<file path="config.mk">
export PLATFORM = sky130hd
export DESIGN_NAME = clkbuf_smb_regs
export DESIGN_NICKNAME = d
export VERILOG_FILES = /design/src/rtl/smbreg_pkg.sv /design/src/rtl/smb_line_sync.sv /design/src/rtl/smb_regbank.sv /design/src/rtl/smb_proto.sv /design/src/rtl/smb_func_sel.sv /design/src/rtl/clkbuf_smb_regs.sv
export SDC_FILE = /design/constraint.sdc
export NUM_CORES = 1
export LEC_CHECK = 0
export ABC_CLOCK_PERIOD_IN_PS = 4930
export BUFFER_PORTS_ARGS = -buffer_cell sky130_fd_sc_hd__clkbuf_2
export CAP_MARGIN = 25
export CORE_MARGIN = 2
export CORE_UTILIZATION = 30
export CTS_BUF_LIST = sky130_fd_sc_hd__clkbuf_8
export DETAILED_ROUTE_END_ITERATION = 10
export GPL_ROUTABILITY_DRIVEN = 0
export REMOVE_ABC_BUFFERS = 1
export SKIP_LAST_GASP = 1
export SLEW_MARGIN = 30
export SYNTH_ARGS = -nofsm -noshare
export SYNTH_HDL_FRONTEND = slang
export SYNTH_SLANG_ARGS = --single-unit
</file>
<file path="constraint.sdc">
create_clock -name clk_i -period 4.93 [get_ports clk_i]
set_input_delay 0.493 -clock clk_i [delete_from_list [all_inputs] [get_ports clk_i]]
set_output_delay 0.493 -clock clk_i [all_outputs]
set_load 0.03 [all_outputs]
</file>
<file path="src/rtl/smbreg_pkg.sv">
package smbreg_pkg;
  localparam logic [6:0] SLV_ADDR = 7'h6A;
  localparam int REG_CTRL = 0;
  localparam int REG_CNT  = 5;
  localparam int EN_BIT   = 7;
  localparam int BW_BIT   = 1;
  localparam int BYP_BIT  = 0;

  typedef enum logic [2:0] {
    ST_IDLE, ST_RX, ST_RX_ACK, ST_TX, ST_TX_ACK, ST_WAIT, ST_LOCK
  } st_e;

  typedef enum logic [1:0] {PH_ADDR, PH_OFFS, PH_CNT, PH_DATA} ph_e;

  function automatic logic [7:0] reg_rst(int idx);
    case (idx)
      4:       return 8'h06;
      5:       return 8'h06;
      default: return 8'h00;
    endcase
  endfunction

  function automatic logic reg_ro(int idx);
    return (idx == 3) || (idx == 4);
  endfunction
endpackage

</file>
<file path="src/rtl/smb_line_sync.sv">
module smb_line_sync #(
  parameter int STAGES = 2
) (
  input  logic clk_i,
  input  logic rst_ni,
  input  logic scl_i,
  input  logic sda_i,
  output logic sda_o,
  output logic start_o,
  output logic stop_o,
  output logic rise_o,
  output logic fall_o
);
  logic [STAGES-1:0] scl_sh, sda_sh;
  logic scl_d, sda_d, scl_s, sda_s;

  always_ff @(posedge clk_i or negedge rst_ni) begin
    if (!rst_ni) begin
      scl_sh <= '1;
      sda_sh <= '1;
      scl_d  <= 1'b1;
      sda_d  <= 1'b1;
    end else begin
      scl_sh <= {scl_sh[STAGES-2:0], scl_i};
      sda_sh <= {sda_sh[STAGES-2:0], sda_i};
      scl_d  <= scl_s;
      sda_d  <= sda_s;
    end
  end

  assign scl_s   = scl_sh[STAGES-1];
  assign sda_s   = sda_sh[STAGES-1];
  assign sda_o   = sda_s;
  assign start_o = scl_s & scl_d & sda_d & ~sda_s;
  assign stop_o  = scl_s & scl_d & ~sda_d & sda_s;
  assign rise_o  = scl_s & ~scl_d;
  assign fall_o  = ~scl_s & scl_d;
endmodule

</file>
<file path="src/rtl/smb_regbank.sv">
module smb_regbank
  import smbreg_pkg::*;
#(
  parameter int NUM_REGS = 6,
  parameter int AW       = 8
) (
  input  logic          clk_i,
  input  logic          rst_ni,
  input  logic          we_i,
  input  logic [AW-1:0] waddr_i,
  input  logic [7:0]    wdata_i,
  input  logic [AW-1:0] raddr_i,
  output logic [7:0]    rdata_o,
  output logic [7:0]    ctrl_o,
  output logic [7:0]    cnt_o
);
  localparam int IW = $clog2(NUM_REGS);

  logic [7:0] regs [NUM_REGS];

  for (genvar g = 0; g < NUM_REGS; g++) begin : g_reg
    logic [7:0] q;
    if (reg_ro(g)) begin : g_ro
      assign q = reg_rst(g);
    end else begin : g_rw
      always_ff @(posedge clk_i or negedge rst_ni) begin
        if (!rst_ni)                            q <= reg_rst(g);
        else if (we_i && waddr_i == AW'(g))     q <= wdata_i;
      end
    end
    assign regs[g] = q;
  end

  assign rdata_o = (raddr_i < AW'(NUM_REGS)) ? regs[raddr_i[IW-1:0]] : 8'h00;
  assign ctrl_o  = regs[REG_CTRL];
  assign cnt_o   = regs[REG_CNT];
endmodule

</file>
<file path="src/rtl/smb_proto.sv">
module smb_proto
  import smbreg_pkg::*;
#(
  parameter int AW = 8
) (
  input  logic          clk_i,
  input  logic          rst_ni,
  input  logic          sda_i,
  input  logic          start_i,
  input  logic          stop_i,
  input  logic          rise_i,
  input  logic          fall_i,
  input  logic [7:0]    rdata_i,
  input  logic [7:0]    cnt_i,
  output logic          sda_oe_o,
  output logic          we_o,
  output logic [AW-1:0] waddr_o,
  output logic [7:0]    wdata_o,
  output logic [AW-1:0] raddr_o
);
  st_e           st_q;
  ph_e           ph_q;
  logic [3:0]    bitc_q;
  logic [7:0]    sh_q, remain_q;
  logic [AW-1:0] ptr_q;
  logic          rd_q, mack_n_q, oe_q;

  always_ff @(posedge clk_i or negedge rst_ni) begin
    if (!rst_ni) begin
      st_q     <= ST_IDLE;
      ph_q     <= PH_ADDR;
      bitc_q   <= '0;
      sh_q     <= '0;
      remain_q <= '0;
      ptr_q    <= '0;
      rd_q     <= 1'b0;
      mack_n_q <= 1'b1;
      oe_q     <= 1'b0;
      we_o     <= 1'b0;
      waddr_o  <= '0;
      wdata_o  <= '0;
    end else begin
      we_o <= 1'b0;
      if (start_i && st_q != ST_LOCK) begin
        st_q   <= ST_RX;
        ph_q   <= PH_ADDR;
        bitc_q <= '0;
        oe_q   <= 1'b0;
      end else if (stop_i) begin
        st_q <= ST_IDLE;
        oe_q <= 1'b0;
      end else begin
        case (st_q)
          ST_RX: begin
            if (rise_i) begin
              sh_q   <= {sh_q[6:0], sda_i};
              bitc_q <= bitc_q + 4'd1;
            end else if (fall_i && bitc_q == 4'd8) begin
              bitc_q <= '0;
              st_q   <= ST_RX_ACK;
              oe_q   <= 1'b1;
              case (ph_q)
                PH_ADDR: begin
                  if (sh_q[7:1] == SLV_ADDR) begin
                    rd_q <= sh_q[0];
                    ph_q <= PH_OFFS;
                  end else begin
                    st_q <= ST_WAIT;
                    oe_q <= 1'b0;
                  end
                end
                PH_OFFS: begin
                  ptr_q <= AW'(sh_q);
                  ph_q  <= PH_CNT;
                  rd_q  <= 1'b0;
                end
                PH_CNT: begin
                  if (sh_q == 8'h00) begin
                    st_q <= ST_LOCK;
                    oe_q <= 1'b0;
                  end else begin
                    remain_q <= sh_q;
                    ph_q     <= PH_DATA;
                  end
                end
                default: begin
                  if (remain_q == 8'h00) begin
                    st_q <= ST_WAIT;
                    oe_q <= 1'b0;
                  end else begin
                    we_o     <= 1'b1;
                    waddr_o  <= ptr_q;
                    wdata_o  <= sh_q;
                    ptr_q    <= ptr_q + 1'b1;
                    remain_q <= remain_q - 8'd1;
                  end
                end
              endcase
            end
          end
          ST_RX_ACK: begin
            if (fall_i) begin
              if (rd_q) begin
                sh_q <= cnt_i;
                oe_q <= ~cnt_i[7];
                rd_q <= 1'b0;
                st_q <= ST_TX;
              end else begin
                oe_q <= 1'b0;
                st_q <= ST_RX;
              end
            end
          end
          ST_TX: begin
            if (rise_i) begin
              bitc_q <= bitc_q + 4'd1;
            end else if (fall_i) begin
              if (bitc_q == 4'd8) begin
                oe_q   <= 1'b0;
                bitc_q <= '0;
                st_q   <= ST_TX_ACK;
              end else begin
                sh_q <= {sh_q[6:0], 1'b0};
                oe_q <= ~sh_q[6];
              end
            end
          end
          ST_TX_ACK: begin
            if (rise_i) begin
              mack_n_q <= sda_i;
            end else if (fall_i) begin
              if (!mack_n_q) begin
                sh_q  <= rdata_i;
                oe_q  <= ~rdata_i[7];
                ptr_q <= ptr_q + 1'b1;
                st_q  <= ST_TX;
              end else begin
                st_q <= ST_WAIT;
              end
            end
          end
          default: ;
        endcase
      end
    end
  end

  assign sda_oe_o = oe_q;
  assign raddr_o  = ptr_q;
endmodule

</file>
<file path="src/rtl/smb_func_sel.sv">
module smb_func_sel
  import smbreg_pkg::*;
(
  input  logic [7:0] ctrl_i,
  input  logic       bw_pin_i,
  input  logic       bypass_pin_i,
  output logic       bw_sel_o,
  output logic       bypass_o
);
  always_comb begin
    if (ctrl_i[EN_BIT]) begin
      bw_sel_o = ctrl_i[BW_BIT];
      bypass_o = ctrl_i[BYP_BIT];
    end else begin
      bw_sel_o = bw_pin_i;
      bypass_o = bypass_pin_i;
    end
  end
endmodule

</file>
<file path="src/rtl/clkbuf_smb_regs.sv">
module clkbuf_smb_regs #(
  parameter int NUM_REGS    = 6,
  parameter int SYNC_STAGES = 2
) (
  input  logic clk_i,
  input  logic rst_ni,
  input  logic scl_i,
  input  logic sda_i,
  output logic sda_oe_o,
  input  logic bw_pin_i,
  input  logic bypass_pin_i,
  output logic bw_sel_o,
  output logic bypass_o
);
  localparam int AW = 8;

  logic          sda_s, start_evt, stop_evt, scl_rise, scl_fall;
  logic          reg_we;
  logic [AW-1:0] reg_waddr, reg_raddr;
  logic [7:0]    reg_wdata, reg_rdata, ctrl_q, cnt_q;

  smb_line_sync #(.STAGES(SYNC_STAGES)) u_sync (
    .clk_i   (clk_i),
    .rst_ni  (rst_ni),
    .scl_i   (scl_i),
    .sda_i   (sda_i),
    .sda_o   (sda_s),
    .start_o (start_evt),
    .stop_o  (stop_evt),
    .rise_o  (scl_rise),
    .fall_o  (scl_fall)
  );

  smb_proto #(.AW(AW)) u_proto (
    .clk_i    (clk_i),
    .rst_ni   (rst_ni),
    .sda_i    (sda_s),
    .start_i  (start_evt),
    .stop_i   (stop_evt),
    .rise_i   (scl_rise),
    .fall_i   (scl_fall),
    .rdata_i  (reg_rdata),
    .cnt_i    (cnt_q),
    .sda_oe_o (sda_oe_o),
    .we_o     (reg_we),
    .waddr_o  (reg_waddr),
    .wdata_o  (reg_wdata),
    .raddr_o  (reg_raddr)
  );

  smb_regbank #(.NUM_REGS(NUM_REGS), .AW(AW)) u_regs (
    .clk_i   (clk_i),
    .rst_ni  (rst_ni),
    .we_i    (reg_we),
    .waddr_i (reg_waddr),
    .wdata_i (reg_wdata),
    .raddr_i (reg_raddr),
    .rdata_o (reg_rdata),
    .ctrl_o  (ctrl_q),
    .cnt_o   (cnt_q)
  );

  smb_func_sel u_sel (
    .ctrl_i       (ctrl_q),
    .bw_pin_i     (bw_pin_i),
    .bypass_pin_i (bypass_pin_i),
    .bw_sel_o     (bw_sel_o),
    .bypass_o     (bypass_o)
  );
endmodule

</file>
==> flow_metrics.py <==
metrics = {
    "route": {
        "drc": 0,
        "post_drt_wl_per_cell_um": 17.3,
        "first_pass_iters": 5,
        "detail-route-antenna-nets": 0,
        "vias": 3865,
        "viasPerCell": 5.51,
        "drt_wl_total_mm": 12.1,
        "drt_iter0_drc": 407,
    },
    "logic_synthesis": {
        "syn_avg_cell_area_um2": 10.8,
        "synth-seq-cells": 91,
        "synth_edf_count": 0,
        "synth.distinct_cells": 69,
        "netlist_instances": 477,
        "yosysWarningCount": 0,
        "ys.flop_type": "dfrtp_1",
        "async_flop_share": 1.00,
        "yosysSeqAreaShare": 0.443,
        "synth_area_um2": 5160,
    },
    "timing": {
        "hold_ws_ps": 106,
        "relSlewSlack": 0.468,
        "setup_viol": 0,
        "skew_ps": 12.8,
        "rsz0062_at_grt": "no",
        "fmax_mhz": 375,
        "min_period_ps": 2660,
        "hold_viol_final": 0,
        "tns_ps": 0,
        "drv_slew": 0,
        "worstMarginPinSlew_ps": 795,
        "period_share": 0.541,
    },
    "floorplanning": {
        "die_area_um2": 18300,
        "initial_utilization": 0.309,
        "chipHeight_um": 135,
        "pin_count": 9,
        "core_area_um2": 16700,
        "fp-row-count": 47,
        "die_x_um": 135,
    },
    "worst_setup_path": {
        "crit_chain": "nor3b_2 > nand2_1 > a41oi_2 > o211ai_1 > mux2_1",
        "crit_arrival_ps": 2930,
        "worst_setup_path_start_kind": "flop",
        "cp-end-kind": "flop",
        "cp_slowest_cell": "nor3b_2",
        "path_class": "flop to flop",
        "cpPeakStageDelay_ps": 760,
        "worstPathMaxFanout": 15,
        "cp_data_required_time_ps": 5190,
    },
    "clock_tree": {
        "cts-resized-gates": 0,
        "clockBufferDepth": 2,
        "root_buffer": "clkbuf_8",
        "clk_latency_ps": 380,
        "cts_hold_buffers": 0,
        "cts_tree": "built",
        "htree_levels": 3,
        "clkSinkCount": 91,
        "clkSlewWorstSetupHoldPaths_ps": 90,
        "numCtsBuffers": 9,
        "cts_setup_buffers": 0,
    },
    "grt": {
        "antenna_found_initial": 0,
        "grt_pass1_vias": 3884,
        "grt.total_usage": 0.141,
        "grt_pass1_wl_mm": 20.2,
        "overflow": 0,
        "grt_max_degree": 47,
    },
    "layout": {
        "drive_above_1_share": 0.225,
        "area_growth_pct": 7.42,
        "antenna_cells": 0,
        "final_nets": 495,
        "fill_cells": 1701,
        "layout_commonest_cell": "dfrtp_1",
        "layout_common_cells": "82 x dfrtp_1, 41 x mux2_2, 30 x nand2_1",
    },
    "min_path": {
        "hold_class": "input pin to async pin",
    },
    "run": {
        "cap_violations": 0,
    },
    "power": {
        "p_leak_nw": 2.48,
        "ir_worst_vdd_v": 0.000126,
        "power_density_nw_per_um2": 345,
    },
    "placement": {
        "io_buffers": 8,
        "hpwlAfterDp_mm": 8.42,
    },
    "run_status": {
        "status": "completed",
    },
}
-- critical path: cells and delay by family, from the launching register on --
family / cells / cell delay [ps]
AO/OA/AOI/OAI: 2 / 540
multiplexers: 1 / 360
AND/OR/NAND/NOR: 2 / 950
flip-flops: 1 / 700
-- through the flow --
step | cells | utilization | setup slack [ps] | total power, mW | area (um^2)
final | 701 | 0.332 | 2270 | 1.91 | 5540
after detailed placement | 685 | 0.321 | 2300 | 1.44 | 5370
after global placement | 685 | 0.321 | 2350 | 1.44 | 5370
after global routing | 701 | 0.332 | 2060 | 2.03 | 5540
after CTS | 701 | 0.332 | 2280 | 1.92 | 5540
after floorplan | 456 | - | 2490 | 1.27 | 5040
-- area by class of cell --
cell class | count | area, um^2 | share of cell area
Sequential cell | 91 | 2290 | 0.413
Timing Repair Buffer | 9 | 50.0 | 0.00903
Tap cell | 220 | 275 | 0.0497
Inverter | 25 | 93.8 | 0.0169
Clock buffer | 9 | 124 | 0.0223
Clock inverter | 7 | 55.1 | 0.00993
Multi-Input combinational cell | 340 | 2660 | 0.479
-- power by group --
part	leakage [nW]	switching, mW	internal, mW
sequential	1.22	0.188	0.808
combinational	1.17	0.248	0.196
clock	0.0912	0.287	0.187
-- final timing paths --
| path | startpoint | end | slack (ps) | depth (start not counted) |
|---|---|---|---|---|
| worst max-delay path | u_proto.st_q[1] | u_proto.st_q[2] | 2270 | 5 |
| worst min-delay path | rst_ni | u_proto.bitc_q[3] | 110 | 1 |
| worst max register to register | u_proto.st_q[1] | u_proto.st_q[2] | 2270 | 5 |
| worst min register to register | u_sync.scl_sh[0] | u_sync.scl_sh[1] | 360 | 0 |
| max in group asynchronous | rst_ni | u_regs.cnt_o[5] | 3780 | 2 |
| min in group clk_i | sda_i | u_sync.sda_sh[0] | 180 | 1 |
-- Yosys cell counts, types with 4 or more instances --
cell | count | area [um^2]
nand2b_1 | 11 | 68.8
nand2_1 | 30 | 113
mux2_4 | 9 | 135
or2_2 | 4 | 25.0
a22o_1 | 4 | 35.0
o22ai_1 | 11 | 68.8
nand4_1 | 5 | 31.3
dfstp_2 | 9 | 236
a31oi_1 | 6 | 37.5
or3_1 | 6 | 37.5
and3_1 | 5 | 31.3
mux2_1 | 7 | 78.8
mux2_2 | 41 | 462
a21o_1 | 5 | 37.5
mux2i_1 | 10 | 100
o2bb2ai_1 | 4 | 35.0
a211oi_1 | 4 | 30.0
dfrtp_1 | 82 | 2050
buf_4 | 4 | 30.0
a222oi_1 | 7 | 70.1
and2_1 | 5 | 31.3
o211ai_1 | 8 | 60.1
nand3b_1 | 4 | 30.0
clkbuf_1 | 10 | 37.5
a21oi_1 | 24 | 120
nor3_1 | 9 | 45.0
buf_2 | 4 | 20.0
inv_1 | 24 | 90.1
o21ai_0 | 19 | 95.1
ha_1 | 13 | 163
nand3_1 | 19 | 95.1
nor2_1 | 15 | 56.3
-- logic make-up (layout without fill, tap and decap cells) --
kind of cell	count (synthesis)	in the layout	share of synthesized area
mux	67	67	0.150
simple gates	140	140	0.164
xor+xnor	1	1	0.00170
fa+ha+maj	13	13	0.0315
flops	91	91	0.443
compound gates	119	119	0.168
buf+inv	46	50	0.0417
-- sequential cells by signal (all words and copies together) (netlist names), 2 cells and up --
signal,count
u_proto.st_q,3
u_proto.wdata_o,8
u_proto.remain_q,8
u_proto.ph_q,2
u_regs.ctrl_o,8
u_proto.raddr_o,8
u_proto.sh_q,8
u_regs.cnt_o,8
u_regs.g.q,16
u_proto.waddr_o,8
u_sync.sda_sh,2
u_proto.bitc_q,4
u_sync.scl_sh,2
-- layer usage --
metal  GRT usage  part of all wire  vias up
met1       0.183              0.46     1929
met3      0.0288             0.038       32
met4      0.0602             0.026        0
met5           0                 0        -
li1            -                 -     1795
met2       0.227              0.48      109
Power figures use the tool's default switching activity.
